`config.mk`:
```
export PLATFORM = sky130hd
export DESIGN_NAME = show_cycle_gen
export DESIGN_NICKNAME = d
export VERILOG_FILES = /design/src/rtl/show_pkg.sv /design/src/rtl/show_hold.sv /design/src/rtl/show_arb.sv /design/src/rtl/show_engine.sv /design/src/rtl/show_cycle_gen.sv
export SDC_FILE = /design/constraint.sdc
export NUM_CORES = 1
export LEC_CHECK = 0
export BUFFER_PORTS_ARGS = -buffer_cell sky130_fd_sc_hd__buf_2
export CAP_MARGIN = 10
export CORE_MARGIN = 2
export CORE_UTILIZATION = 45
export DETAILED_ROUTE_END_ITERATION = 10
export GPL_ROUTABILITY_DRIVEN = 0
export HOLD_SLACK_MARGIN = 0.1
export PLACE_DENSITY = 0.77
export SYNTH_ARGS = -nofsm -noshare
export SYNTH_HDL_FRONTEND = slang
export SYNTH_SLANG_ARGS = --single-unit
```
`constraint.sdc`:
```
create_clock -name clk_i -period 3.36 [get_ports clk_i]
set_input_delay 0.672 -clock clk_i [delete_from_list [all_inputs] [get_ports clk_i]]
set_output_delay 0.672 -clock clk_i [all_outputs]
set_load 0.05 [all_outputs]
```
`src/rtl/show_pkg.sv`:
```
package show_pkg;
  typedef enum logic [1:0] {
    ST_IDLE = 2'd0,
    ST_ADDR = 2'd1,
    ST_DATA = 2'd2
  } show_state_e;
endpackage

```
`src/rtl/show_hold.sv`:
```
module show_hold #(
  parameter int AW       = 32,
  parameter int CW       = 4,
  parameter int TW       = 2,
  parameter int DW       = 32,
  parameter bit HAS_DATA = 1'b1
) (
  input  logic          clk_i,
  input  logic          rst_ni,
  input  logic          cap_i,
  input  logic [AW-1:0] addr_i,
  input  logic [CW-1:0] ct_i,
  input  logic [TW-1:0] at_i,
  input  logic [DW-1:0] data_i,
  input  logic          pop_i,
  output logic          valid_o,
  output logic [AW-1:0] addr_o,
  output logic [CW-1:0] ct_o,
  output logic [TW-1:0] at_o,
  output logic [DW-1:0] data_o
);
  always_ff @(posedge clk_i or negedge rst_ni) begin
    if (!rst_ni) begin
      valid_o <= 1'b0;
      addr_o  <= '0;
      ct_o    <= '0;
      at_o    <= '0;
    end else if (cap_i) begin
      valid_o <= 1'b1;
      addr_o  <= addr_i;
      ct_o    <= ct_i;
      at_o    <= at_i;
    end else if (pop_i) begin
      valid_o <= 1'b0;
    end
  end

  generate
    if (HAS_DATA) begin : g_data
      always_ff @(posedge clk_i or negedge rst_ni) begin
        if (!rst_ni)    data_o <= '0;
        else if (cap_i) data_o <= data_i;
      end
    end else begin : g_nodata
      logic unused_data;
      assign unused_data = ^data_i;
      assign data_o      = '0;
    end
  endgenerate

  AST_NO_OVERFLOW: assert property (@(posedge clk_i) disable iff (!rst_ni)
    cap_i |-> !valid_o);
  AST_POP_OCCUPIED: assert property (@(posedge clk_i) disable iff (!rst_ni)
    pop_i |-> valid_o);
endmodule

```
`src/rtl/show_arb.sv`:
```
module show_arb (
  input  logic clk_i,
  input  logic rst_ni,
  input  logic if_cap_i,
  input  logic ls_cap_i,
  input  logic if_v_i,
  input  logic ls_v_i,
  output logic pick_ls_o
);
  logic older_if_q;

  // older_if_q is meaningful only while both entries are occupied
  always_ff @(posedge clk_i or negedge rst_ni) begin
    if (!rst_ni)                  older_if_q <= 1'b0;
    else if (if_cap_i && ls_cap_i) older_if_q <= 1'b0;
    else if (if_cap_i)            older_if_q <= !ls_v_i;
    else if (ls_cap_i)            older_if_q <= if_v_i;
  end

  assign pick_ls_o = ls_v_i && (!if_v_i || !older_if_q);
endmodule

```
`src/rtl/show_engine.sv`:
```
module show_engine
  import show_pkg::*;
#(
  parameter int AW = 32,
  parameter int CW = 4,
  parameter int TW = 2,
  parameter int DW = 32
) (
  input  logic          clk_i,
  input  logic          rst_ni,
  input  logic          grant_i,
  input  logic          busy_i,
  input  logic          if_v_i,
  input  logic          ls_v_i,
  input  logic          pick_ls_i,
  input  logic [AW-1:0] if_addr_i,
  input  logic [CW-1:0] if_ct_i,
  input  logic [TW-1:0] if_at_i,
  input  logic [AW-1:0] ls_addr_i,
  input  logic [CW-1:0] ls_ct_i,
  input  logic [TW-1:0] ls_at_i,
  input  logic [DW-1:0] ls_data_i,
  output logic          pop_if_o,
  output logic          pop_ls_o,
  output logic          ext_ts_o,
  output logic [AW-1:0] ext_addr_o,
  output logic [CW-1:0] ext_ct_o,
  output logic [TW-1:0] ext_at_o,
  output logic          ext_burst_o,
  output logic          ext_wr_o,
  output logic [DW-1:0] ext_data_o,
  output logic          ext_data_oe_o
);
  show_state_e   state_q;
  logic          is_ls_q;
  logic [AW-1:0] addr_q;
  logic [CW-1:0] ct_q;
  logic [TW-1:0] at_q;
  logic [DW-1:0] data_q;
  logic          launch;

  assign launch   = (state_q == ST_IDLE) && grant_i && !busy_i && (if_v_i || ls_v_i);
  assign pop_if_o = launch && !pick_ls_i;
  assign pop_ls_o = launch && pick_ls_i;

  always_ff @(posedge clk_i or negedge rst_ni) begin
    if (!rst_ni) begin
      state_q <= ST_IDLE;
      is_ls_q <= 1'b0;
      addr_q  <= '0;
      ct_q    <= '0;
      at_q    <= '0;
      data_q  <= '0;
    end else begin
      case (state_q)
        ST_IDLE: if (launch) begin
          state_q <= ST_ADDR;
          is_ls_q <= pick_ls_i;
          addr_q  <= pick_ls_i ? ls_addr_i : if_addr_i;
          ct_q    <= pick_ls_i ? ls_ct_i   : if_ct_i;
          at_q    <= pick_ls_i ? ls_at_i   : if_at_i;
          data_q  <= pick_ls_i ? ls_data_i : '0;
        end
        ST_ADDR: state_q <= is_ls_q ? ST_DATA : ST_IDLE;
        default: state_q <= ST_IDLE;
      endcase
    end
  end

  // phases end on their own; no external termination
  assign ext_ts_o      = (state_q == ST_ADDR);
  assign ext_data_oe_o = (state_q == ST_DATA);
  assign ext_addr_o    = ext_ts_o ? addr_q : '0;
  assign ext_ct_o      = ext_ts_o ? ct_q : '0;
  assign ext_at_o      = ext_ts_o ? at_q : '0;
  assign ext_burst_o   = 1'b0;
  assign ext_wr_o      = (ext_ts_o && is_ls_q) || ext_data_oe_o;
  assign ext_data_o    = ext_data_oe_o ? data_q : '0;

  AST_TS_SINGLE: assert property (@(posedge clk_i) disable iff (!rst_ni)
    ext_ts_o |=> !ext_ts_o);
  AST_DATA_AFTER_ADDR: assert property (@(posedge clk_i) disable iff (!rst_ni)
    ext_data_oe_o |-> $past(ext_ts_o));
  AST_LAUNCH_GRANTED: assert property (@(posedge clk_i) disable iff (!rst_ni)
    $rose(ext_ts_o) |-> $past(grant_i && !busy_i));
endmodule

```
`src/rtl/show_cycle_gen.sv`:
```
module show_cycle_gen #(
  parameter int AW = 32,
  parameter int CW = 4,
  parameter int TW = 2,
  parameter int DW = 32
) (
  input  logic          clk_i,
  input  logic          rst_ni,
  input  logic          if_show_en_i,
  input  logic          ls_show_en_i,
  input  logic          if_req_i,
  input  logic          if_abort_i,
  input  logic [AW-1:0] if_addr_i,
  input  logic [CW-1:0] if_ct_i,
  input  logic [TW-1:0] if_at_i,
  output logic          if_stall_o,
  input  logic          ls_done_i,
  input  logic          ls_abort_i,
  input  logic          ls_wr_i,
  input  logic [AW-1:0] ls_addr_i,
  input  logic [CW-1:0] ls_ct_i,
  input  logic [TW-1:0] ls_at_i,
  input  logic [DW-1:0] ls_data_i,
  output logic          ls_stall_o,
  input  logic          ext_grant_i,
  input  logic          ext_busy_i,
  input  logic          ext_ack_i,
  output logic          ext_ts_o,
  output logic [AW-1:0] ext_addr_o,
  output logic [CW-1:0] ext_ct_o,
  output logic [TW-1:0] ext_at_o,
  output logic          ext_burst_o,
  output logic          ext_wr_o,
  output logic [DW-1:0] ext_data_o,
  output logic          ext_data_oe_o
);
  logic          if_v, ls_v, if_cap, ls_cap, pop_if, pop_ls, pick_ls;
  logic [AW-1:0] if_addr_h, ls_addr_h;
  logic [CW-1:0] if_ct_h, ls_ct_h;
  logic [TW-1:0] if_at_h, ls_at_h;
  logic [DW-1:0] ls_data_h, unused_if_data;
  logic          unused_in;

  // fetch abort, original direction and acknowledge do not alter showing
  assign unused_in = ^{if_abort_i, ls_wr_i, ext_ack_i, unused_if_data};

  assign if_cap     = if_show_en_i && if_req_i && !if_v;
  assign ls_cap     = ls_show_en_i && ls_done_i && !ls_abort_i && !ls_v;
  assign if_stall_o = if_v;
  assign ls_stall_o = ls_v;

  show_hold #(.AW(AW), .CW(CW), .TW(TW), .DW(DW), .HAS_DATA(1'b0)) u_if_hold (
    .clk_i, .rst_ni, .cap_i(if_cap), .addr_i(if_addr_i), .ct_i(if_ct_i),
    .at_i(if_at_i), .data_i('0), .pop_i(pop_if), .valid_o(if_v),
    .addr_o(if_addr_h), .ct_o(if_ct_h), .at_o(if_at_h), .data_o(unused_if_data)
  );

  show_hold #(.AW(AW), .CW(CW), .TW(TW), .DW(DW), .HAS_DATA(1'b1)) u_ls_hold (
    .clk_i, .rst_ni, .cap_i(ls_cap), .addr_i(ls_addr_i), .ct_i(ls_ct_i),
    .at_i(ls_at_i), .data_i(ls_data_i), .pop_i(pop_ls), .valid_o(ls_v),
    .addr_o(ls_addr_h), .ct_o(ls_ct_h), .at_o(ls_at_h), .data_o(ls_data_h)
  );

  show_arb u_arb (
    .clk_i, .rst_ni, .if_cap_i(if_cap), .ls_cap_i(ls_cap),
    .if_v_i(if_v), .ls_v_i(ls_v), .pick_ls_o(pick_ls)
  );

  show_engine #(.AW(AW), .CW(CW), .TW(TW), .DW(DW)) u_eng (
    .clk_i, .rst_ni, .grant_i(ext_grant_i), .busy_i(ext_busy_i),
    .if_v_i(if_v), .ls_v_i(ls_v), .pick_ls_i(pick_ls),
    .if_addr_i(if_addr_h), .if_ct_i(if_ct_h), .if_at_i(if_at_h),
    .ls_addr_i(ls_addr_h), .ls_ct_i(ls_ct_h), .ls_at_i(ls_at_h), .ls_data_i(ls_data_h),
    .pop_if_o(pop_if), .pop_ls_o(pop_ls),
    .ext_ts_o, .ext_addr_o, .ext_ct_o, .ext_at_o, .ext_burst_o,
    .ext_wr_o, .ext_data_o, .ext_data_oe_o
  );

  AST_STALL_BLOCKS_IF: assert property (@(posedge clk_i) disable iff (!rst_ni)
    (if_stall_o && !pop_if) |=> $stable(if_addr_h));
endmodule

```
# Yosys cells after proc, flatten, opt, wreduce, memory -nomap -nowiden
# Index checks and enable logic that the tools add are counted.
[word_totals] out_inout_bits=76 elab_cells=64 inputBits=120 reg_bits=184
[op_classes] muxes=18 eq_ne=3 n_reduce_logical=27
[ops] cell="$mux 32" n=4
[ops] cell="$logic_and 1x1->1" n=13
[ops] cell="$mux 2" n=4
[ops] cell="$mux 4" n=2
[ops] cell="$mux 1" n=7
[ops] cell="$logic_not 1->1" n=6
[ops] cell="$pmux 2 s2" n=1
[ops] cell="$reduce_bool 2->1" n=2
[ops] cell="$logic_or 1x1->1" n=3
[ops] cell="$reduce_bool 3->1" n=1
[ops] cell="$eq 2x1->1 const B" n=1
[ops] cell="$eq 2x2->1 const B" n=1
[ops] cell="$logic_not 2->1" n=1
[ops] cell="$ne 2x1->1 const B" n=1
[ops] cell="$reduce_and 2->1" n=1

# Depth between registers and ports, before layout
[logic_depth] ltp_word=7 ltp_mapped=6 depth_no_buf=3

# By module
# A second synthesis with hierarchy kept.
[unflattened] cells_unflattened=625 area_unflattened_um2=8834.7
[modules_own_cells] module="show_engine" area_per_inst_um2=4037.6 seq_area_each_um2=1826.8 cells_per_inst=349 n_inst=1
[modules_own_cells] module="show_hold (u_ls_hold)" area_per_inst_um2=2986.6 seq_area_each_um2=1776.7 cells_per_inst=151 n_inst=1
[modules_own_cells] module="show_hold (u_if_hold)" area_per_inst_um2=1730.4 seq_area_each_um2=975.9 cells_per_inst=116 n_inst=1
[modules_own_cells] module="show_arb" area_per_inst_um2=55.1 seq_area_each_um2=25.0 cells_per_inst=6 n_inst=1
[modules_own_cells] module="show_cycle_gen" area_per_inst_um2=25.0 seq_area_each_um2=0.0 cells_per_inst=3 n_inst=1

# Worst setup path after synthesis
# No wires, ideal clock.
[synth_path] kind="reg2out" start="register u_eng.state_q[0]" end="output port ext_data_o[22]" arrival_ns=1.732 required_ns=2.688 stages_incl_launch_ff=4 slack_ns=0.956 n_path_buf=1 cell_sequence="dfrtp_1 -> nor2b_1 -> clkbuf_1 -> and2_1"
[synth_between] elab_chain_cells=2
[synth_lines] element="start: declaration" line_no="show_engine.sv:34" rtl="show_state_e state_q;"
[synth_lines] element="start signal: assignment" line_no="show_engine.sv:64" rtl="ST_ADDR: state_q <= is_ls_q ? ST_DATA : ST_IDLE;"
[synth_lines] element="$eq 2x2->1" line_no="show_engine.sv:72" rtl="assign ext_data_oe_o = (state_q == ST_DATA);"
[synth_lines] element="via ext_data_oe_o" line_no="show_cycle_gen.sv:35" rtl="output logic ext_data_oe_o"
[synth_lines] element="$mux 32" line_no="show_engine.sv:78" rtl="assign ext_data_o = ext_data_oe_o ? data_q : '0;"
[synth_lines] element="end: declaration" line_no="show_cycle_gen.sv:34" rtl="output logic [DW-1:0] ext_data_o,"
# The timed path passes the listed nets, and every way through them passes these cells.

# Worst setup path in the final report
[layout_path] start="register u_eng.state_q[0]" end="output port ext_wr_o"
[layout_between] elab_chain_cells=3 word_cells_on_any_way=4 cone_classes="eq/ne (2); reduce/logical (2)"
[layout_lines] element="$eq 2x1->1" line_no="show_engine.sv:71" rtl="assign ext_ts_o = (state_q == ST_ADDR);"
[layout_lines] element="$logic_and 1x1->1" line_no="show_engine.sv:77" rtl="assign ext_wr_o = (ext_ts_o && is_ls_q) || ext_data_oe_o;"
[layout_lines] element="$logic_or 1x1->1 *" line_no="show_engine.sv:77"
[layout_lines] element="end: declaration" line_no="show_cycle_gen.sv:33" rtl="output logic ext_wr_o,"
# Mark *: on every way between the ends. The rest lies on a longest branch, timed or not.

==> flow_summary.html <==
<table>
<tr><th>Metric</th><th>Value</th></tr>
<tr><th colspan="2">Outcome</th></tr>
<tr><td>Run status</td><td>completed</td></tr>
<tr><th colspan="2">Critical path</th></tr>
<tr><td>Required @ worst endpoint</td><td>2.69 ns</td></tr>
<tr><td>Slack of the worst reg-to-reg path</td><td>1.29 ns</td></tr>
<tr><td>Kind of capture point of the worst setup path</td><td>output pin</td></tr>
<tr><td>Register-to-Register Path Depth</td><td>4</td></tr>
<tr><td>Critical path launch point type</td><td>register</td></tr>
<tr><td>Worst setup path category</td><td>register to output pin</td></tr>
<tr><td>Slowest Stage Delay on Critical Path</td><td>~0.39 ns</td></tr>
<tr><td>Slowest cell on the critical path</td><td>dfrtp_1</td></tr>
<tr><td>Cells along the critical path</td><td>nor2b_2 &gt; buf_4 &gt; and2_1 &gt; or2_2 &gt; buf_2</td></tr>
<tr><td>Max Fanout on Critical Path</td><td>40</td></tr>
<tr><td>Worst endpoint data arrival time</td><td>1.90 ns</td></tr>
<tr><td>End of the worst register-to-register path</td><td>u_eng.addr_q[0]$_DFFE_PN0P_</td></tr>
<tr><td>Reg-to-reg critical path startpoint</td><td>u_eng.state_q[1]$_DFFE_PN0P_</td></tr>
<tr><th colspan="2">Pwr</th></tr>
<tr><td>Power per cell area</td><td>911 nW/um2</td></tr>
<tr><td>Internal power component</td><td>0.00606 W</td></tr>
<tr><td>Share of power burned in the clock network</td><td>between 20% and 30%</td></tr>
<tr><td>Leakage power summed over all cells</td><td>about 4.7 nW</td></tr>
<tr><td>Switching power summed over all nets</td><td>0.00288 W</td></tr>
<tr><td>Worst IR drop on VDD</td><td>0.578 mV</td></tr>
<tr><td>Share of total power in combinational logic</td><td>33.6%</td></tr>
<tr><td>Part of the total power dissipated in sequential elements</td><td>between 40 and 50%</td></tr>
<tr><td>Sw frac</td><td>32.2%</td></tr>
<tr><th colspan="2">Layout</th></tr>
<tr><td>Post-route cell area</td><td>about 9800 um2</td></tr>
<tr><td>Final standard cell utilization of the core</td><td>56.4%</td></tr>
<tr><td>Fraction of final layout cells with drive strength greater than 1</td><td>around 54%</td></tr>
<tr><td>Number of filler cells placed in the layout</td><td>1474</td></tr>
<tr><td>Net count, final</td><td>approximately 900</td></tr>
<tr><td>Ant. Diodes</td><td>0</td></tr>
<tr><td>Layout Area Growth over Synthesis</td><td>22.0%</td></tr>
<tr><th colspan="2">Floorplanning</th></tr>
<tr><td>I/O pin count</td><td>196</td></tr>
<tr><td>Die Footprint</td><td>19000 um2</td></tr>
<tr><td>Num rows</td><td>48</td></tr>
<tr><td>Core area</td><td>roughly 17000 um2</td></tr>
<tr><td>Chip height</td><td>138 um</td></tr>
<tr><td>Starting utilization of the core area</td><td>a little under half</td></tr>
<tr><td>Chip width</td><td>138 um</td></tr>
<tr><th colspan="2">Logic synthesis</th></tr>
<tr><td>Post-synthesis sequential element count</td><td>between 150 and 200</td></tr>
<tr><td>Synth top area share</td><td>57.2%</td></tr>
<tr><td>Biggest area consumer among synthesized cells</td><td>dfrtp_1</td></tr>
<tr><td>Sequential-to-total area share from yosys stat</td><td>57.2%</td></tr>
<tr><td>Proportion of register bits with asynchronous set or reset after synthesis</td><td>100%</td></tr>
<tr><td>Commonest register cell after synthesis</td><td>dfrtp_1</td></tr>
<tr><td>Mean Syn Cell Area</td><td>13.4 um2</td></tr>
<tr><td>Post-synth net total</td><td>720</td></tr>
<tr><td>Yosys warning count</td><td>0</td></tr>
<tr><td>Number of enable-type register cells in the synthesized netlist</td><td>0</td></tr>
<tr><td>Area contributors post-synth</td><td>dfrtp_1 57%, mux2_2 25%, and2_1 5.5%</td></tr>
<tr><td>Post-synthesis cell area</td><td>8040 um2</td></tr>
<tr><td>Syn Inst Count</td><td>600</td></tr>
<tr><td>Distinct cells, synth</td><td>25</td></tr>
<tr><th colspan="2">Clock network</th></tr>
<tr><td>CTS H-Tree Depth</td><td>4</td></tr>
<tr><td>Skew-Pair Late Insertion Delay</td><td>around 0.42 ns</td></tr>
<tr><td>Clock Sinks</td><td>about 180</td></tr>
<tr><td>CTS max path bufs</td><td>2</td></tr>
<tr><td>CTS tree</td><td>yes</td></tr>
<tr><td>Number of gates given a new drive strength after cts</td><td>0</td></tr>
<tr><td>Number of setup buffers added after CTS</td><td>0</td></tr>
<tr><td>Clock buffers created by TritonCTS</td><td>17</td></tr>
<tr><td>Clock-pin transition on the worst setup and hold timing paths</td><td>0.07 ns</td></tr>
<tr><td># hold bufs at CTS</td><td>0</td></tr>
<tr><td>Clock tree root buffer cell</td><td>clkbuf_16</td></tr>
<tr><th colspan="2">Hold path</th></tr>
<tr><td>Hold/Removal Path Class</td><td>input pin to async pin</td></tr>
<tr><th colspan="2">STA</th></tr>
<tr><td>Final Critical Period</td><td>2.58 ns</td></tr>
<tr><td>Achievable frequency</td><td>0.388 GHz</td></tr>
<tr><td>Worst slew margin relative to its limit</td><td>53.7%</td></tr>
<tr><td>Final setup skew</td><td>0.0107 ns</td></tr>
<tr><td>Total count of max-transition violations in the final report</td><td>0</td></tr>
<tr><td>RSZ-0062 raised after global routing</td><td>no</td></tr>
<tr><td>Final critical-path share of the clock period</td><td>76.6%</td></tr>
<tr><td>Sum of negative setup slack</td><td>0 ns</td></tr>
<tr><td>Worst Tran Pin Value</td><td>0.695 ns</td></tr>
<tr><td>Final hold violation count</td><td>0</td></tr>
<tr><td>Setup-violating endpoint count in the final report</td><td>0</td></tr>
<tr><th colspan="2">Routing</th></tr>
<tr><td>Post-route antenna net violation count</td><td>0</td></tr>
<tr><td>DR iter-0 viols</td><td>140</td></tr>
<tr><td>Post-detailed-routing wire length</td><td>between 15000 and 20000 um</td></tr>
<tr><td>DRC errors left</td><td>0</td></tr>
<tr><td>Routed via count divided by cell count</td><td>5.10</td></tr>
<tr><td>Detailed-routing iteration count for the pre-antenna-repair pass</td><td>4</td></tr>
<tr><td>Via count of the routed design</td><td>5191</td></tr>
<tr><td>DR WL/cell</td><td>16.8 um</td></tr>
<tr><th colspan="2">Placed design</th></tr>
<tr><td>Post-placement cell area</td><td>9200 um2</td></tr>
<tr><td>Total of buffers placed on input and output ports</td><td>between 150 and 200</td></tr>
<tr><td>Post-detail-place hpwl</td><td>11100 um</td></tr>
<tr><th colspan="2">GRT</th></tr>
<tr><td>Number of global-route vias before repair</td><td>5439</td></tr>
<tr><td>Wire length of the first global-routing pass</td><td>27500 um</td></tr>
<tr><td>Global router's overall resource usage</td><td>between 10% and 20%</td></tr>
<tr><td>Total congestion overflow after global routing</td><td>0</td></tr>
<tr><td>Pin count of the biggest net entering global routing</td><td>75</td></tr>
<tr><td>Antenna violations before repair</td><td>2</td></tr>
<tr><th colspan="2">Job</th></tr>
<tr><td>Max-cap viol count</td><td>0</td></tr>
</table>
power groups by stage:
stage               logic, W  registers [W]  clock network [W]
floorplan            0.00242        0.00372                  0
global placement     0.00296        0.00382                  0
detailed placement   0.00305        0.00388                  0
CTS                  0.00306        0.00385            0.00215
global route         0.00330        0.00399            0.00223
finish               0.00301        0.00383            0.00210
per-stage QoR:
step / instances / power (W) / worst slack, ns / hold slack (ns)
final: 1017 / 0.00894 / 0.785 / 0.246
after global routing: 1017 / 0.00951 / 0.660 / 0.288
after CTS: 1017 / 0.00906 / 0.716 / 0.276
after detailed placement: 985 / 0.00693 / 0.944 / 0.470
after global placement: 985 / 0.00678 / 0.967 / 0.460
after floorplan: 600 / 0.00614 / 0.956 / 0.376
cell usage in the layout (no fill, tap or decap), drive strengths merged:
| cell type | n |
|---|---|
| buf | 205 |
| mux2 | 185 |
| dfrtp | 184 |
| and2 | 71 |
| nand2 | 34 |
| o21ai | 33 |
| o31ai | 32 |
| clkbuf | 20 |
| inv | 5 |
| bufinv | 3 |
| nor2b | 3 |
| nor2 | 3 |
| clkinv | 3 |
| nand3b | 2 |
| a21oi | 2 |
| or2 | 1 |
| or4b | 1 |
| a21boi | 1 |
| a21o | 1 |
| nor3 | 1 |
| conb | 1 |
| clkinvlp | 1 |
cell families (layout without fill, tap and decap cells):
| kind of cell | after synthesis | after routing | share of synthesized area [%] |
|---|---|---|---|
| AOI/OAI and AO/OA | 69 | 69 | 5.35 |
| buffers and inverters | 45 | 237 | 3.28 |
| DFF | 184 | 184 | 57.2 |
| muxes | 185 | 185 | 25.9 |
| other | 1 | 1 | 0.0466 |
| and+or+nand+nor | 116 | 116 | 8.18 |
state kept, by name (all words and copies together) (netlist names), 2 cells and up:
name,cells
u_eng.addr_q,32
u_eng.data_q,32
u_if_hold.addr_o,32
u_ls_hold.addr_o,32
u_ls_hold.data_o,32
u_eng.ct_q,4
u_if_hold.ct_o,4
u_ls_hold.ct_o,4
u_eng.at_q,2
u_eng.state_q,2
u_if_hold.at_o,2
u_ls_hold.at_o,2
worst max-delay path: cells and delay by family (launching register included):
kind / cells / cell delay (ns)
DFF: 1 / 0.39
and+or+nand+nor: 3 / 0.64
buffers and inverters: 2 / 0.46
routing by layer:
layer | share of wire, % | global-route usage (%)
met5 | 0.14 | 0
met4 | 1.3 | 5.39
met3 | 8.2 | 7.03
met2 | 46 | 30.2
met1 | 44 | 24.3
synthesized netlist by cell type (2+ instances only):
cell and number:
buf_6 8, buf_4 3, a21oi_1 2, mux2_2 182, clkbuf_2 2, and2_1 71, o21ai_0 32, buf_2 17
dfrtp_1 184, clkbuf_1 14, nand2_1 34, o31ai_1 32, nor2_1 2, nor2b_1 3, nand3b_1 2, mux2_1 3
layout make-up:
cell class | instances | area (um2) | area share, %
Clock buffer | 20 | 457 | 4.65
Clock inverter | 12 | 163 | 1.66
Multi-Input combinational cell | 371 | 3200 | 32.6
Sequential cell | 184 | 4600 | 46.9
Tap cell | 225 | 282 | 2.87
Timing Repair Buffer | 205 | 1100 | 11.3
worst max-delay path by stage:
stage	depth (start not counted)	startpoint	to
finish	5	u_eng.state_q[0]$_DFFE_PN0P_	ext_wr_o
global route	5	u_eng.state_q[0]$_DFFE_PN0P_	ext_wr_o
CTS	5	u_eng.state_q[0]$_DFFE_PN0P_	ext_wr_o
detailed placement	5	ext_busy_i	u_eng.addr_q[14]$_DFFE_PN0P_
global placement	5	ext_busy_i	u_eng.addr_q[0]$_DFFE_PN0P_
floorplan	3	u_eng.state_q[0]$_DFFE_PN0P_	ext_data_o[22]
Note: power is estimated with default switching activity, not from simulation.
